`config.mk`:
```
export PLATFORM = sky130hd
export DESIGN_NAME = wdog_pretimeout
export DESIGN_NICKNAME = d
export VERILOG_FILES = /design/src/rtl/wdog_pkg.sv /design/src/rtl/wdog_tick_gen.sv /design/src/rtl/wdog_downcounter.sv /design/src/rtl/wdog_pretimeout.sv
export SDC_FILE = /design/constraint.sdc
export NUM_CORES = 1
export LEC_CHECK = 0
export CORE_MARGIN = 1
export CORE_UTILIZATION = 50
export CTS_BUF_LIST = sky130_fd_sc_hd__clkbuf_4 sky130_fd_sc_hd__clkbuf_8 sky130_fd_sc_hd__clkbuf_16
export DETAILED_ROUTE_END_ITERATION = 8
export DONT_BUFFER_PORTS = 1
export GPL_ROUTABILITY_DRIVEN = 0
export PLACE_DENSITY = 0.67
export SLEW_MARGIN = 20
export SYNTH_ARGS = -nofsm -noshare
export SYNTH_HDL_FRONTEND = slang
export SYNTH_SLANG_ARGS = --single-unit
```
`constraint.sdc`:
```
create_clock -name clk -period 3.9 [get_ports clk]
set_clock_uncertainty 0.1 [all_clocks]
set_input_delay 0.975 -clock clk [delete_from_list [all_inputs] [get_ports clk]]
set_output_delay 0.975 -clock clk [all_outputs]
set_load 0.03 [all_outputs]
```
`src/rtl/wdog_pkg.sv`:
```
package wdog_pkg;

    localparam int REG_W   = 16;
    localparam int TMO_W   = 8;
    localparam int CNT_W   = TMO_W + 1;
    localparam int IDX_W   = 3;

    // register word indices (byte offset / 2)
    localparam logic [IDX_W-1:0] IDX_CTRL  = 3'd0;
    localparam logic [IDX_W-1:0] IDX_SVC   = 3'd1;
    localparam logic [IDX_W-1:0] IDX_CAUSE = 3'd2;
    localparam logic [IDX_W-1:0] IDX_ICR   = 3'd3;
    localparam logic [IDX_W-1:0] IDX_MISC  = 3'd4;

    // control register fields
    localparam int CTL_EN_BIT  = 0;
    localparam int CTL_SW_BIT  = 1;
    localparam int CTL_EXT_BIT = 2;
    localparam int CTL_TMO_LSB = 8;

    // interrupt control fields
    localparam int ICR_EN_BIT = 15;
    localparam int ICR_ST_BIT = 14;

    // service words
    localparam logic [REG_W-1:0] SVC_FIRST  = 16'h5555;
    localparam logic [REG_W-1:0] SVC_SECOND = 16'hAAAA;

    // reset cause encodings (one-hot, last cause wins)
    localparam logic [1:0] CAUSE_NONE = 2'b00;
    localparam logic [1:0] CAUSE_SW   = 2'b01;
    localparam logic [1:0] CAUSE_TOUT = 2'b10;

    typedef struct packed {
        logic [TMO_W-1:0] tmo;
        logic             en;
        logic             ext;
        logic             ctrl_lock;
        logic [REG_W-1:0] svc;
        logic [1:0]       cause;
        logic             pre_en;
        logic [TMO_W-1:0] pre;
        logic             status;
        logic             armed;
        logic             icr_lock;
        logic             pwrdn;
        logic             rst_req;
    } wdog_state_t;

endpackage

```
`src/rtl/wdog_tick_gen.sv`:
```
module wdog_tick_gen #(
    parameter int TICK_DIV = 50_000_000
) (
    input  logic clk,
    input  logic rst_n,
    input  logic run,
    input  logic restart,
    output logic tick
);
    localparam int PW = (TICK_DIV > 2) ? $clog2(TICK_DIV) : 1;
    localparam logic [PW-1:0] LAST = PW'(TICK_DIV - 1);

    logic [PW-1:0] presc_d, presc_q;

    assign tick = run && (presc_q == LAST);

    always_comb begin
        if (restart || !run || tick) presc_d = '0;
        else                         presc_d = presc_q + 1'b1;
    end

    always_ff @(posedge clk or negedge rst_n) begin
        if (!rst_n) presc_q <= '0;
        else        presc_q <= presc_d;
    end
endmodule

```
`src/rtl/wdog_downcounter.sv`:
```
module wdog_downcounter #(
    parameter int CNT_W = 9
) (
    input  logic             clk,
    input  logic             rst_n,
    input  logic             load,
    input  logic [CNT_W-1:0] load_val,
    input  logic             tick,
    output logic [CNT_W-1:0] count_q,
    output logic             expire
);
    logic [CNT_W-1:0] count_d;

    assign expire = tick && (count_q == CNT_W'(1));

    always_comb begin
        if (load)                          count_d = load_val;
        else if (tick && count_q != '0)    count_d = count_q - 1'b1;
        else                               count_d = count_q;
    end

    always_ff @(posedge clk or negedge rst_n) begin
        if (!rst_n) count_q <= '0;
        else        count_q <= count_d;
    end
endmodule

```
`src/rtl/wdog_pretimeout.sv`:
```
module wdog_pretimeout
    import wdog_pkg::*;
#(
    parameter int          CLK_HZ         = 100_000_000,
    parameter int          TICK_HZ        = 2,
    parameter int          ADDR_W         = 4,
    parameter bit          HAS_PRETIMEOUT = 1'b1,
    parameter logic [7:0]  DEF_PRE        = 8'h04
) (
    input  logic              clk,
    input  logic              rst_n,
    input  logic              bus_we,
    input  logic [ADDR_W-1:0] bus_addr,
    input  logic [15:0]       bus_wdata,
    output logic [15:0]       bus_rdata,
    output logic              irq,
    output logic              reset_req
);
    localparam int TICK_DIV = CLK_HZ / TICK_HZ;

    wdog_state_t st_d, st_q;

    logic             load;
    logic [CNT_W-1:0] load_val;
    logic [CNT_W-1:0] count_q;
    logic             tick;
    logic             expire;
    logic             wr_ok;
    logic [IDX_W-1:0] idx;
    logic             pre_hit;

    assign idx   = bus_addr[IDX_W:1];
    assign wr_ok = bus_we && !bus_addr[0];

    wdog_tick_gen #(.TICK_DIV(TICK_DIV)) u_tick (
        .clk     (clk),
        .rst_n   (rst_n),
        .run     (count_q != '0),
        .restart (load),
        .tick    (tick)
    );

    wdog_downcounter #(.CNT_W(CNT_W)) u_cnt (
        .clk      (clk),
        .rst_n    (rst_n),
        .load     (load),
        .load_val (load_val),
        .tick     (tick),
        .count_q  (count_q),
        .expire   (expire)
    );

    assign pre_hit = tick && st_q.armed && ((count_q - CNT_W'(1)) == CNT_W'(st_q.pre));

    always_comb begin
        st_d         = st_q;
        st_d.rst_req = 1'b0;
        load         = 1'b0;

        if (wr_ok) begin
            case (idx)
                IDX_CTRL: begin
                    if (!st_q.ctrl_lock) st_d.tmo = bus_wdata[CTL_TMO_LSB +: TMO_W];
                    st_d.ctrl_lock = 1'b1;
                    st_d.ext       = bus_wdata[CTL_EXT_BIT];
                    if (bus_wdata[CTL_EN_BIT] && !st_q.en) begin
                        st_d.en = 1'b1;
                        load    = 1'b1;
                    end
                    if (!bus_wdata[CTL_SW_BIT]) begin
                        st_d.cause   = CAUSE_SW;
                        st_d.rst_req = 1'b1;
                    end
                    if (!bus_wdata[CTL_EXT_BIT]) st_d.rst_req = 1'b1;
                end
                IDX_SVC: begin
                    if (st_q.en && st_q.svc == SVC_FIRST && bus_wdata == SVC_SECOND)
                        load = 1'b1;
                    st_d.svc = bus_wdata;
                end
                IDX_ICR: begin
                    if (HAS_PRETIMEOUT) begin
                        if (!st_q.icr_lock) begin
                            st_d.pre_en = bus_wdata[ICR_EN_BIT];
                            st_d.pre    = bus_wdata[TMO_W-1:0];
                        end
                        st_d.icr_lock = 1'b1;
                        if (bus_wdata[ICR_ST_BIT]) st_d.status = 1'b0;
                        st_d.armed = st_d.pre_en && (count_q > CNT_W'(st_d.pre));
                    end
                end
                IDX_MISC: st_d.pwrdn = bus_wdata[0];
                default: ;
            endcase
        end

        load_val = CNT_W'(st_d.tmo) + CNT_W'(1);

        if (load) begin
            st_d.armed = st_d.pre_en && (load_val > CNT_W'(st_d.pre));
        end else begin
            if (pre_hit) begin
                st_d.status = 1'b1;
                st_d.armed  = 1'b0;
            end
            if (expire) begin
                st_d.cause   = CAUSE_TOUT;
                st_d.rst_req = 1'b1;
                st_d.armed   = 1'b0;
            end
        end
    end

    always_ff @(posedge clk or negedge rst_n) begin
        if (!rst_n) begin
            st_q           <= '0;
            st_q.ext       <= 1'b1;
            st_q.pre       <= DEF_PRE;
            st_q.pwrdn     <= 1'b1;
        end else begin
            st_q <= st_d;
        end
    end

    always_comb begin
        bus_rdata = '0;
        if (!bus_addr[0]) begin
            case (idx)
                IDX_CTRL:  bus_rdata = {st_q.tmo, 5'b0, st_q.ext, 1'b1, st_q.en};
                IDX_SVC:   bus_rdata = st_q.svc;
                IDX_CAUSE: bus_rdata = {14'b0, st_q.cause};
                IDX_ICR:   bus_rdata = HAS_PRETIMEOUT ?
                                       {st_q.pre_en, st_q.status, 6'b0, st_q.pre} : 16'h0;
                IDX_MISC:  bus_rdata = {15'b0, st_q.pwrdn};
                default:   bus_rdata = '0;
            endcase
        end
    end

    generate
        if (HAS_PRETIMEOUT) begin : g_pre
            assign irq = st_q.status;
        end else begin : g_nopre
            assign irq = 1'b0;
        end
    endgenerate

    assign reset_req = st_q.rst_req;

endmodule


```
Yosys cells after proc, flatten, opt, wreduce, memory -nomap -nowiden

Index checks and enable logic that the tools add are counted.

Add/sub/neg operators: 3
Magnitude comparators: 2
Equal/unequal tests: 9
Muxes and demuxes: 33
Reduce and logical (&&, ||, !) cells: 27

Operators by type and width:

| cell                  | number |
|---|---|
| $pmux 16 s5           | 1 |
| $mux 9                | 5 |
| $mux 43               | 1 |
| $mux 16               | 2 |
| $add 26x1->26 const B | 1 |
| $eq 26x26->1 const B  | 1 |
| $mux 26               | 1 |
| $gt 9x8->1            | 2 |
| $eq 16x15->1 const B  | 1 |
| $eq 16x16->1 const B  | 1 |
| $mux 1                | 14 |
| $mux 12               | 1 |
| $logic_and 1x1->1     | 11 |
| $mux 11               | 1 |
| $mux 2                | 5 |
| $reduce_and 2->1      | 5 |
| $add 8x1->9 const B   | 1 |
| $eq 9x1->1 const B    | 1 |
| $eq 9x8->1            | 1 |
| $reduce_bool 9->1     | 1 |
| $sub 9x1->9 const B   | 1 |
| $mux 8                | 1 |
| $reduce_bool 4->1     | 2 |
| $eq 3x2->1 const B    | 2 |
| other kinds (8)       | 11 |

Register bits: 78
Logic and storage cells: 89

Logic depth before layout (Yosys ltp)

Depth after elaboration: 11
Depth in mapped cells: 14
Depth with buffers taken out: 12

Modules after synthesis

A second synthesis with hierarchy kept.

Cells, all modules: 515
Area, all modules: 5,087.4 um^2

By module, submodules not included:

| module           | instances | cells each | area an instance (um^2) | sequential area each (um^2) |
|---|---|---|---|---|
| wdog_pretimeout  | 1         | 309        | 3,119.2                 | 1,079.8 |
| wdog_tick_gen    | 1         | 143        | 1,350.0                 | 650.6 |
| wdog_downcounter | 1         | 63         | 618.1                   | 225.2 |

Least setup slack after synthesis

No wires, ideal clock.

Path kind: in2reg
Start: input port bus_addr[1]
End: register st_q[3] in the netlist's numbering
Setup time: 0.143 ns
Data arrival time: 3.388 ns
Data required time: 3.657 ns
Setup slack: 0.269 ns
Stages on the path: 14
Buffers on the path: 2
Cell sequence: buf_4 -> nor2_1 -> nand3_1 -> buf_4 -> mux2_2 -> ha_1 -> xnor2_1 -> ha_1 -> a21oi_1 -> a21oi_1 -> nor4_1 -> a211oi_1 -> o211ai_1 -> a22oi_1

RTL lines:

| what                 | line                   | RTL |
|---|---|---|
| from (decl)          | wdog_pretimeout.sv:13  | `input logic [ADDR_W-1:0] bus_addr,` |
| to (signal assigned) | wdog_pretimeout.sv:121 | `st_q <= st_d;` |
| to (decl)            | wdog_pretimeout.sv:21  | `wdog_state_t st_d, st_q;` |

Worst setup path in the final report

Start: input port bus_we
End: register st_q[3] in the netlist's numbering

Cells in the longest elaborated chain, start to end: 6
Elaborated cells between the ends (all ways): 10
Those cells by class: 1 x add/sub; 1 x order compare; 3 x mux; 5 x reduce/logical

RTL lines:

| what                  | line                   | RTL |
|---|---|---|
| from (decl)           | wdog_pretimeout.sv:12  | `input logic bus_we,` |
| $logic_and 1x1->1 (*) | wdog_pretimeout.sv:33  | `assign wr_ok = bus_we && !bus_addr[0];` |
| $mux 43               | wdog_pretimeout.sv:60  | `if (wr_ok) begin` |
| $add 8x1->9           | wdog_pretimeout.sv:97  | `load_val = CNT_W'(st_d.tmo) + CNT_W'(1);` |
| $gt 9x8->1            | wdog_pretimeout.sv:100 | `st_d.armed = st_d.pre_en && (load_val > CNT_W'(st_d.pre));` |
| $logic_and 1x1->1     | wdog_pretimeout.sv:100 |  |
| $mux 1                | wdog_pretimeout.sv:99  | `if (load) begin` |

Mark *: on every way between the ends. The rest lies on a longest branch, timed or not. The select of a mux whose other input is x is not followed.
A chain may end at the register's enable or synchronous reset.

==> qor.yml <==
worst_hold_path:
  holdCritPathClass: "input pin to asynchronous set/reset pin"
synth:
  ys.flop_type: "dfrtp_1"
  syn-num-nets: 526
  synth_compound_area_frac: 0.07589
  synth_seq_area_share: 0.4035
  ys_async_sr_fraction: 1.000
  synth_xor_area_frac: 0.08493
  syn_inst: 482
  synth.top_cell.area_share: 0.3872
  synth_area_per_cell_um2: 10.06
  synth_seq_cells: 78
  synth_top_family_by_area: "simple AND/OR/NAND/NOR gates"
  synthAdderAreaFrac: 0.05421
  synthMuxAreaShare: 0.1394
  yosysUniqueCellTypes: 52
  yosysWarnings: 0
  synth_top_area_cell: "dfrtp_1"
  yosys.area_share.simple: 0.2013
  synthTopCellsByArea: "dfrtp_1 (39%), mux2_2 (7.9%), mux2i_1 (5.6%)"
  syn_area_um2: 4847
  synth_edf_count: 0
clock_network:
  ctsHtreeMaxLevel: 3
  tritoncts: "built"
  cts_buffers: 9
  clock_path_buffers: 2
  cts_root_buf: "clkbuf_8"
  clk_pin_slew_ns: 0.09
  ctsHoldBuffers: 0
  ctsResizeCount: 0
  cts.sinks: 78
  post_cts_buffers: 0
  clock_latency_ns: 0.36
global_route:
  grt_pass1_wl_mm: 18.27
  grt_pass1_vias: 3576
  antenna_found_initial: 0
  grt_overflow: 0
  grtUsageTotal: 0.2368
  grt_max_degree: 79
sta:
  maxSlewViolCount: 0
  worst_pin_slew_ns: 0.7328
  fin_crit_sh: 0.8425
  period_needed_ns: 3.286
  max_freq_ghz: 0.3043
  fin_setup_tns_ns: 0
  worst_slack_ns: 0.6141
  rsz0062_at_grt: "no"
  hold_violations: 0
  report.final.setup_viol: 0
  max_slew_margin: 0.5077
drt:
  route.detailed.drc: 0
  initialDrtViolationCount: 241
  ant_nets: 0
  wl_per_cell_um: 18.14
  routed_wirelength_mm: 11.25
  vias_per_cell: 5.882
  vias: 3647
  drt-pass1-iter-count: 5
placed_design:
  place_ws_ns: 0.2835
  dpl.hpwl_mm: 8.313
  portBuffers: 0
floorplanning:
  io_pins: 41
  rows: 35
  die_h_um: 100.5
  fp.dieW_um: 100.5
  die-area_um2: 10090
  core_um2: 9328
  start_util: 0.5197
final_layout:
  fin_nets: 530
  antennaDiodeCount: 0
  area_growth_pct: 7.150
  layout_commonest_cell: "dfrtp_1"
  drive_above_1_share: 0.1466
  nFillCells: 849
  final_cell_mix: "dfrtp_1 (75), nor2_1 (69), mux2_2 (34), mux2i_1 (27), nand3_1 (26)"
power_and_ir_drop:
  combPwrFrac: 0.303
  seqPwrFrac: 0.450
  p_sw_w: 0.001019
  powerDensity_nw_per_um2: 541.5
  vdd_drop_max_mv: 0.2854
  power.internal_w: 0.001793
  power.share.switching: 0.3625
  p_clk_frac: 0.246
  leakage_nw: 2.421
worst_setup_path:
  reg2reg_slack_ns: 0.94
  path_max_fanout: 7
  end_kind: "flop"
  crit_type: "input pin to flop"
  cp-start-kind: "input pin"
  required_ns: 4.08
  critPathArrivalTime_ns: 3.47
flow_run:
  maxCapViolCount: 0
outcome:
  run_status: "completed"
area by class of cell:
cell class                 instances  area [um^2]  share of cell area
clock buffer                      10        131.4             0.02530
clock inverter                     6        93.84             0.01807
inverter                          18        67.56             0.01301
multi-input combinational        367         2694              0.5187
sequential                        78         1956              0.3765
tap                              129        161.4             0.03108
timing repair buffer              12        90.09             0.01735
through the flow:
step	cells	hold slack, ns	area, um^2	power [W]	util
global route	620	0.1827	5194	0.002985	0.5568
global placement	604	0.3658	4969	0.002084	0.5327
detailed placement	604	0.3773	4969	0.002117	0.5327
finish	620	0.2005	5194	0.002812	0.5568
CTS	620	0.1799	5194	0.002815	0.5568
floorplan	482	0.3354	4847	0.001891	-
logic make-up after synthesis:
logic type	count (synthesis)
AO/OA/AOI/OAI	52
XOR/XNOR	47
adder cells (fa/ha/maj)	21
buffers and inverters	37
flip-flops	78
multiplexers	62
AND/OR/NAND/NOR	185
Yosys cell counts (3+ instances only):
library cell / count
and3_1: 11
mux2i_1: 27
o21ai_0: 10
dfstp_2: 3
nand2_1: 19
and4b_1: 3
xor2_1: 24
a21oi_1: 9
dfrtp_1: 75
mux2_2: 34
nand3_1: 26
nand3b_1: 3
ha_1: 21
clkbuf_1: 4
nor4bb_1: 4
nor4b_1: 4
nor2_1: 69
inv_1: 18
a31oi_1: 3
a21o_1: 10
nor2b_1: 3
buf_6: 3
xnor2_1: 23
nor3_1: 9
a211oi_1: 5
nand4_1: 11
nand2b_1: 4
buf_1: 3
nor4_1: 6
buf_2: 5
o21a_1: 3
worst paths after layout:
kind                               start        to  cells past startpoint
max in group asynchronous          rst_n   st_q[7]                      0
worst min-delay path               rst_n  st_q[10]                      0
worst min register to register  st_q[32]  st_q[32]                      1
min in group clk                st_q[32]  st_q[32]                      1
worst max-delay path              bus_we   st_q[3]                     13
worst max register to register  st_q[32]   st_q[3]                     13
metal layers:
metal	track usage	share of wire
met1	0.3124	0.45
met2	0.3936	0.48
met3	0.04646	0.046
met4	0.07581	0.016
met5	0	0
power groups by stage:
| stage | Clock, W | Sequential (W) | Combinational [W] |
|---|---|---|---|
| 3_5_place_dp | 0 | 0.00128 | 0.000840 |
| 4_1_cts | 0.000705 | 0.00126 | 0.000848 |
| 5_1_grt | 0.000734 | 0.00130 | 0.000953 |
| 2_1_floorplan | 0 | 0.00117 | 0.000724 |
| 6_report | 0.000693 | 0.00127 | 0.000853 |
| 3_3_place_gp | 0 | 0.00127 | 0.000813 |
worst max-delay path, stage by stage:
cell,delay [ns]
nor2b_1,0.16
nand3_1,0.31
buf_4,0.29
mux2i_1,0.29
nor2_1,0.09
o21a_1,0.23
ha_1,0.31
nand4_1,0.11
a21oi_1,0.16
nor4_1,0.07
a211oi_1,0.17
o211ai_1,0.11
a22oi_1,0.17
sequential cells by signal (all words and copies together), names as in the netlist:
| register | count |
|---|---|
| st_q | 41 |
| u_tick.presc_q | 26 |
| u_cnt.count_q | 9 |
| irq | 1 |
| reset_req | 1 |
(Power assumes the default switching activity.)
